==> config.mk <==
export PLATFORM = sky130hd
export DESIGN_NAME = bus_wake_detector
export DESIGN_NICKNAME = d
export VERILOG_FILES = /design/src/rtl/bus_wake_pkg.sv /design/src/rtl/wake_run_filter.sv /design/src/rtl/wake_window_timer.sv /design/src/rtl/bus_wake_detector.sv
export SDC_FILE = /design/constraint.sdc
export NUM_CORES = 1
export LEC_CHECK = 0
export BUFFER_PORTS_ARGS = -buffer_cell sky130_fd_sc_hd__clkbuf_2
export CAP_MARGIN = 0
export CORE_MARGIN = 3
export CORE_UTILIZATION = 40
export CTS_CLUSTER_DIAMETER = 60
export DETAILED_ROUTE_END_ITERATION = 7
export MAX_ROUTING_LAYER = met4
export SETUP_SLACK_MARGIN = 0.1
export SLEW_MARGIN = 30
export SYNTH_ARGS = -nofsm -noshare
export SYNTH_HDL_FRONTEND = slang
export SYNTH_HIERARCHICAL = 1
export SYNTH_SLANG_ARGS = --single-unit
==> constraint.sdc <==
create_clock -name clk -period 5.4 [get_ports clk]
set_input_delay 1.08 -clock clk [delete_from_list [all_inputs] [get_ports clk]]
set_output_delay 1.08 -clock clk [all_outputs]
set_load 0.02 [all_outputs]
==> src/rtl/bus_wake_pkg.sv <==
package bus_wake_pkg;

    typedef enum logic [1:0] {
        WK_IDLE    = 2'd0,
        WK_HAVE_D1 = 2'd1,
        WK_HAVE_R  = 2'd2,
        WK_AWAKE   = 2'd3
    } wk_state_e;

endpackage

==> src/rtl/wake_run_filter.sv <==
module wake_run_filter #(
    parameter int FILT_CYC = 16
) (
    input  logic clk,
    input  logic rst_n,
    input  logic clr,
    input  logic bus_dom,
    output logic level,
    output logic qualified
);
    localparam int CW = $clog2(FILT_CYC + 1);
    localparam logic [CW-1:0] SAT = CW'(FILT_CYC);

    typedef struct packed {
        logic          level;
        logic [CW-1:0] cnt;
    } run_t;

    run_t run_d, run_q;

    always_comb begin
        run_d = run_q;
        if (clr) begin
            run_d.level = 1'b0;
            run_d.cnt   = '0;
        end else if (bus_dom != run_q.level) begin
            run_d.level = bus_dom;
            run_d.cnt   = CW'(1);
        end else if (run_q.cnt != SAT) begin
            run_d.cnt = run_q.cnt + CW'(1);
        end
    end

    always_ff @(posedge clk or negedge rst_n) begin
        if (!rst_n) begin
            run_q <= '0;
        end else begin
            run_q <= run_d;
        end
    end

    assign level     = run_q.level;
    assign qualified = (run_q.cnt == SAT);

    AST_RUN_RESTART: assert property (@(posedge clk) disable iff (!rst_n)
        (!$stable(run_q.level) && !$past(clr)) |-> (run_q.cnt == CW'(1)));
    AST_RUN_BOUND: assert property (@(posedge clk) disable iff (!rst_n)
        run_q.cnt <= SAT);

endmodule

==> src/rtl/wake_window_timer.sv <==
module wake_window_timer #(
    parameter int TMO_CYC = 4096
) (
    input  logic clk,
    input  logic rst_n,
    input  logic run,
    output logic expired
);
    localparam int TW = $clog2(TMO_CYC + 1);
    localparam logic [TW-1:0] LAST = TW'(TMO_CYC - 1);

    typedef struct packed {
        logic [TW-1:0] cnt;
    } tmr_t;

    tmr_t tmr_d, tmr_q;

    always_comb begin
        tmr_d = tmr_q;
        if (!run) begin
            tmr_d.cnt = '0;
        end else if (tmr_q.cnt != LAST) begin
            tmr_d.cnt = tmr_q.cnt + TW'(1);
        end
    end

    always_ff @(posedge clk or negedge rst_n) begin
        if (!rst_n) begin
            tmr_q <= '0;
        end else begin
            tmr_q <= tmr_d;
        end
    end

    assign expired = run && (tmr_q.cnt == LAST);

    AST_TMR_BOUND: assert property (@(posedge clk) disable iff (!rst_n)
        tmr_q.cnt <= LAST);
    AST_TMR_IDLE_ZERO: assert property (@(posedge clk) disable iff (!rst_n)
        !$past(run) |-> (tmr_q.cnt == '0));

endmodule

==> src/rtl/bus_wake_detector.sv <==
module bus_wake_detector
    import bus_wake_pkg::*;
#(
    parameter int FILT_CYC = 16,
    parameter int TMO_CYC  = 4096
) (
    input  logic clk,
    input  logic rst_n,
    input  logic stby_en,
    input  logic bus_dom,
    output logic wake_flag,
    output logic rxd
);
    typedef struct packed {
        wk_state_e st;
    } seq_t;

    seq_t seq_d, seq_q;
    logic lvl, qual, tmo, win_run;

    wake_run_filter #(.FILT_CYC(FILT_CYC)) u_filt (
        .clk       (clk),
        .rst_n     (rst_n),
        .clr       (!stby_en),
        .bus_dom   (bus_dom),
        .level     (lvl),
        .qualified (qual)
    );

    assign win_run = (seq_q.st == WK_HAVE_D1) || (seq_q.st == WK_HAVE_R);

    wake_window_timer #(.TMO_CYC(TMO_CYC)) u_win (
        .clk     (clk),
        .rst_n   (rst_n),
        .run     (win_run),
        .expired (tmo)
    );

    always_comb begin
        seq_d = seq_q;
        if (!stby_en) begin
            seq_d.st = WK_IDLE;
        end else begin
            case (seq_q.st)
                WK_IDLE: begin
                    if (qual && lvl) seq_d.st = WK_HAVE_D1;
                end
                WK_HAVE_D1: begin
                    if (tmo)                seq_d.st = WK_IDLE;
                    else if (qual && !lvl)  seq_d.st = WK_HAVE_R;
                end
                WK_HAVE_R: begin
                    if (tmo)                seq_d.st = WK_IDLE;
                    else if (qual && lvl)   seq_d.st = WK_AWAKE;
                end
                WK_AWAKE: seq_d.st = WK_AWAKE;
                default:  seq_d.st = WK_IDLE;
            endcase
        end
    end

    always_ff @(posedge clk or negedge rst_n) begin
        if (!rst_n) begin
            seq_q.st <= WK_IDLE;
        end else begin
            seq_q <= seq_d;
        end
    end

    assign wake_flag = (seq_q.st == WK_AWAKE);
    assign rxd       = wake_flag ? !lvl : 1'b1;

    AST_WAKE_NEEDS_DOM: assert property (@(posedge clk) disable iff (!rst_n)
        $rose(wake_flag) |-> $past(qual && lvl));
    AST_FLAG_STICKY: assert property (@(posedge clk) disable iff (!rst_n)
        (wake_flag && stby_en) |=> wake_flag);
    AST_STBY_CLEARS: assert property (@(posedge clk) disable iff (!rst_n)
        !stby_en |=> !wake_flag);
    AST_RXD_HELD_HIGH: assert property (@(posedge clk) disable iff (!rst_n)
        !wake_flag |-> rxd);
    AST_TMO_DROPS: assert property (@(posedge clk) disable iff (!rst_n)
        (tmo && stby_en) |=> (seq_q.st == WK_IDLE));

endmodule

# After elaboration in Yosys (flattened, before gate mapping)
# Cells that the tools add are included.
# word_totals
wordCells	41
register_bits	21
out_inout_bits	2
input_bits	4
# op_classes
eq_ne	14
n_addsub	2
reduce_logical	7
mux	14
# op_table
op	n
2-to-1 mux 13 bit	2
adder 13 x 1 -> 13 bit (second input constant)	1
== test 13 x 12 -> 1 bit (second input constant)	1
inequality test 13 x 12 -> 1 bit (second input constant)	1
2-to-1 mux 2 bit	6
2-to-1 mux 5 bit	2
inequality test 4 x 3 -> 1 bit (second input constant)	2
one-hot mux 2 bit (4 select lines)	1
2-to-1 mux 6 bit	1
adder 5 x 1 -> 5 bit (second input constant)	1
== test 5 bit (second input constant)	1
inequality test 5 bit (second input constant)	1
== test 2 bit (second input constant)	2
logical AND 1 bit	3
inequality test 3 x 1 -> 1 bit (second input constant)	1
inequality test 3 bit (second input constant)	1
AND reduction 3 bit	1
== test 2 x 1 -> 1 bit (second input constant)	1
logical NOT 2 bit	1
2-to-1 mux 1 bit	2
inequality test 2 x 1 -> 1 bit (second input constant)	1
inequality test 2 bit (second input constant)	1
logical NOT 1 bit	1
logical OR 1 bit	1
inequality test 1 bit	1

# Longest topological paths before layout
# depth
depth_word	6
mapped_depth	8
mapped_depth_nobuf	8

# Hierarchy
# The synthesis kept the hierarchy.
# by_module_without_submodules
module	n_inst	area_per_inst_um2	seq_area_each_um2	cells_each
wake_window_timer	1	694.4	325.3	67
wake_run_filter	1	301.5	150.1	27
bus_wake_detector	1	224.0	50.0	28

# Worst setup path after synthesis
# OpenSTA, ideal clock, no wires.
# synth_timing
kind	register -> output
startpoint	register seq_q[0] (netlist name)
endpoint	output rxd
stages_incl_launch_ff	3
setup_slack_ps	3431
required_ps	4320
arrival_time_ps	889
n_path_buf	0
path_cell_list	dfrtp_1 -> ha_1 -> nand2_1
# synth_via
elab_chain_len	2
# synth_lines
item	line_no	text
start: declaration	bus_wake_detector.sv:18	seq_t seq_d, seq_q;
start signal: assignment	bus_wake_detector.sv:66	seq_q <= seq_d;
== test 2 bit	bus_wake_detector.sv:70	assign wake_flag = (seq_q.st == WK_AWAKE);
via wake_flag	bus_wake_detector.sv:11	output logic wake_flag,
2-to-1 mux 1 bit	bus_wake_detector.sv:71	assign rxd = wake_flag ? !lvl : 1'b1;
end: declaration	bus_wake_detector.sv:12	output logic rxd
# The timed path passes the listed nets, and every way through them passes these cells.

# Final worst setup path
# layout_timing
startpoint	register seq_q[0] (netlist name)
endpoint	output rxd
# layout_via
elab_chain_len	2
# layout_lines
item	line_no
== test 2 bit	bus_wake_detector.sv:70
2-to-1 mux 1 bit	bus_wake_detector.sv:71
# No other way between the ends.

==> impl_metrics.toml <==
[pwr]
irDropWorstVdd_mv = 0.0794
switching_share_pct = 23.8
total_power_w = 0.000257
p_comb_share_pct = 7.3
p_clk_share_pct = 29.6
p_int_w = 0.000196
power.density_nw_per_um2 = 198
p_leak_nw = 0.582
p_seq_share_pct = 63.1
p_switching_w = 0.0000612

[detailed_routing]
wl_um = 2150
viasPerCell = 5.57
wl_per_cell_um = 13.4
first_pass_iters = 4
antenna_left = 0
drc = 0
vias = 891
drt_iter0_markers = 39

[finish]
area_growth_pct = 6.36
nFillCells = 259
drive_gt1_share_pct = 13.2
layout_common_cells = "dfrtp_1 (21), nor2_1 (15), nand2_1 (10), ha_1 (8), inv_1 (7)"
ff_latch_area_sq_um = 526
multi_input_area_sq_um = 652
final_cells = 160
final_common_cell = "dfrtp_1"
final_net_count = 142
diodes = 0

[yosys]
synth_top_area_cell = "dfrtp_1"
yosysWarningCount = 6
synth_area_leaders = "dfrtp_1 (43%), ha_1 (8.2%), mux2i_1 (4.9%)"
synth.ff_latch_count = 21
synth_top_area_share_pct = 43.1
synth_fp_nets = 134
yosysUniqueCellTypes = 36
yosysSeqAreaShare_pct = 43.1
synth_area_sq_um = 1220
synthCells = 122
synth.avg_cell_area_sq_um = 10.0

[clocking]
cts_buffer_depth = 2
cts_sinks = 21
htree_num_levels = 1
insertion_delay_ns = 0.30
cts_tree = "done"
clkTransAtPathRegs_ns = 0.12
post_cts_buffers = 0
cts_resized = 0
cts_buffers = 3
cts-hold-fix-buffers = 0
root_buffer = "clkbuf_4"

[timing]
tns_ns = 0
slew_viol_final = 0
finalCritPeriodShare_pct = 42.8
fmax_mhz = 433
max_slew_margin_pct = 61.6
final_hold_viol_count = 0
setup_viol = 0
worst_slew_pin_slew_ns = 0.568
period_minus_slack_ns = 2.31
rsz0062_at_grt = "no"
hold_slack_ns = 0.539
skew_ns = 0.00675

[grt]
grtUsageTotal_pct = 13.9
grt_remaining_overflow = 0
antenna_found_initial = 0
grt_pass1_wl_um = 3670
grt_max_degree = 22
grt_pass1_vias = 847

[die]
die_h_um = 61.2
die_w_um = 61.2
fp-row-count = 19
io_pins = 6
core-area_sq_um = 2830
start_util_pct = 43.1
fp.dieArea_sq_um = 3750

[setup_path]
cp-endpoint = "rxd"
r2r-end = "seq_q[1]"
r2r_start = "seq_q[0]"
setup.worst_path.start_class = "flop"
path_class = "flop to primary output"
ff2ff_path_depth = 8
cp_data_arrival_time_ns = 1.23
cp.required_ns = 4.32
critPathLaunch = "seq_q[0]"
end_kind = "primary output"
r2r_slack_ns = 3.23
path_max_fanout = 4

[placement]
globalplace.congestion = 0.889
hpwlAfterDp_um = 1570
dpl.cell_count = 156
numPortBuffers = 5

[flow_run]
cap_violations = 0

[outcome]
status = "completed"

[worst_hold_path]
hold_path.class = "flop to flop"
-- worst min-delay path by stage --
| stage | slack, ns | endpoint | start | cells past startpoint |
|---|---|---|---|---|
| 2_1_floorplan | 0.48 | u_win/tmr_q[3] | u_win/tmr_q[3] | 1 |
| 3_3_place_gp | 0.52 | u_win/tmr_q[3] | u_win/tmr_q[3] | 1 |
| 3_5_place_dp | 0.51 | u_win/tmr_q[3] | u_win/tmr_q[3] | 1 |
| 4_1_cts | 0.54 | u_win/tmr_q[3] | u_win/tmr_q[3] | 1 |
| 5_1_grt | 0.57 | u_win/tmr_q[3] | u_win/tmr_q[3] | 1 |
| 6_report | 0.54 | u_win/tmr_q[3] | u_win/tmr_q[3] | 1 |
-- cell type report --
cell class | instances | area share, %
repair buffers | 5 | 1.93
flip-flops and latches | 21 | 40.5
inverters | 8 | 2.31
multi-input cells | 91 | 50.2
well taps | 31 | 2.99
clock buffers | 4 | 2.03
-- cells by family (layout without fill, tap and decap cells) --
family | Yosys count | count (layout) | synth area share (%)
adder cells (fa/ha/maj) | 8 | 8 | 8.21
flip-flops | 21 | 21 | 43.1
AO/OA/AOI/OAI | 19 | 19 | 11.9
multiplexers | 6 | 6 | 4.92
XOR/XNOR | 9 | 9 | 6.46
AND/OR/NAND/NOR | 49 | 49 | 21.4
buffers and inverters | 10 | 17 | 4.00
-- synthesized netlist by cell type --
library cell / number
a21oi_1: 3
a21oi_2: 2
a311oi_1: 1
a31oi_1: 2
a41o_1: 1
a41o_2: 1
a41oi_1: 1
and2b_1: 1
and2b_2: 1
and3_1: 1
and3_2: 2
and4_1: 2
and4b_1: 1
buf_4: 1
buf_6: 1
clkinv_1: 1
dfrtp_1: 21
ha_1: 8
inv_1: 7
mux2i_1: 6
nand2_1: 10
nand2b_1: 3
nand3_1: 6
nand4_2: 1
nand4b_1: 1
nor2_1: 15
nor2b_1: 1
nor3_1: 2
nor4bb_1: 1
o2111a_1: 1
o2111ai_2: 1
o21ai_0: 4
o31ai_1: 2
or3_1: 1
xnor2_1: 6
xor2_1: 3
-- registers in the layout, summed over array words and instances (netlist names) --
name,count
u_filt/level,1
seq_q,2
u_filt/run_q,5
u_win/tmr_q,13
-- power by group through the flow --
stage / Clock (W) / Sequential [W] / Combinational (W)
6_report: 0.0000760 / 0.000162 / 0.0000188
4_1_cts: 0.0000828 / 0.000162 / 0.0000193
2_1_floorplan: 0 / 0.000164 / 0.0000118
3_3_place_gp: 0 / 0.000165 / 0.0000183
3_5_place_dp: 0 / 0.000165 / 0.0000192
5_1_grt: 0.0000879 / 0.000163 / 0.0000217
-- metrics by stage --
step	setup WS [ns]	util, %	cell area (sq um)
after global routing	3.00	45.9	1300
after detailed placement	3.20	44.7	1260
after global placement	3.32	44.7	1260
after floorplan	3.43	-	1220
after CTS	3.06	45.6	1290
final	3.09	45.9	1300
-- metal layers --
| layer | up-vias | track usage [%] | routed length, um |
|---|---|---|---|
| li1 | 443 | - | - |
| met1 | 435 | 16.6 | 1070 |
| met2 | 9 | 22.2 | 973 |
| met3 | 4 | 2.52 | 51 |
| met4 | 0 | 7.43 | 53 |
| met5 | - | - | 0 |
-- worst max-delay path, stage by stage, from the launching register on --
cell      delay [ns]
dfrtp_1         0.43
ha_1            0.26
nand2_1         0.07
clkbuf_2        0.16
Note: power is estimated with default switching activity, not from simulation.
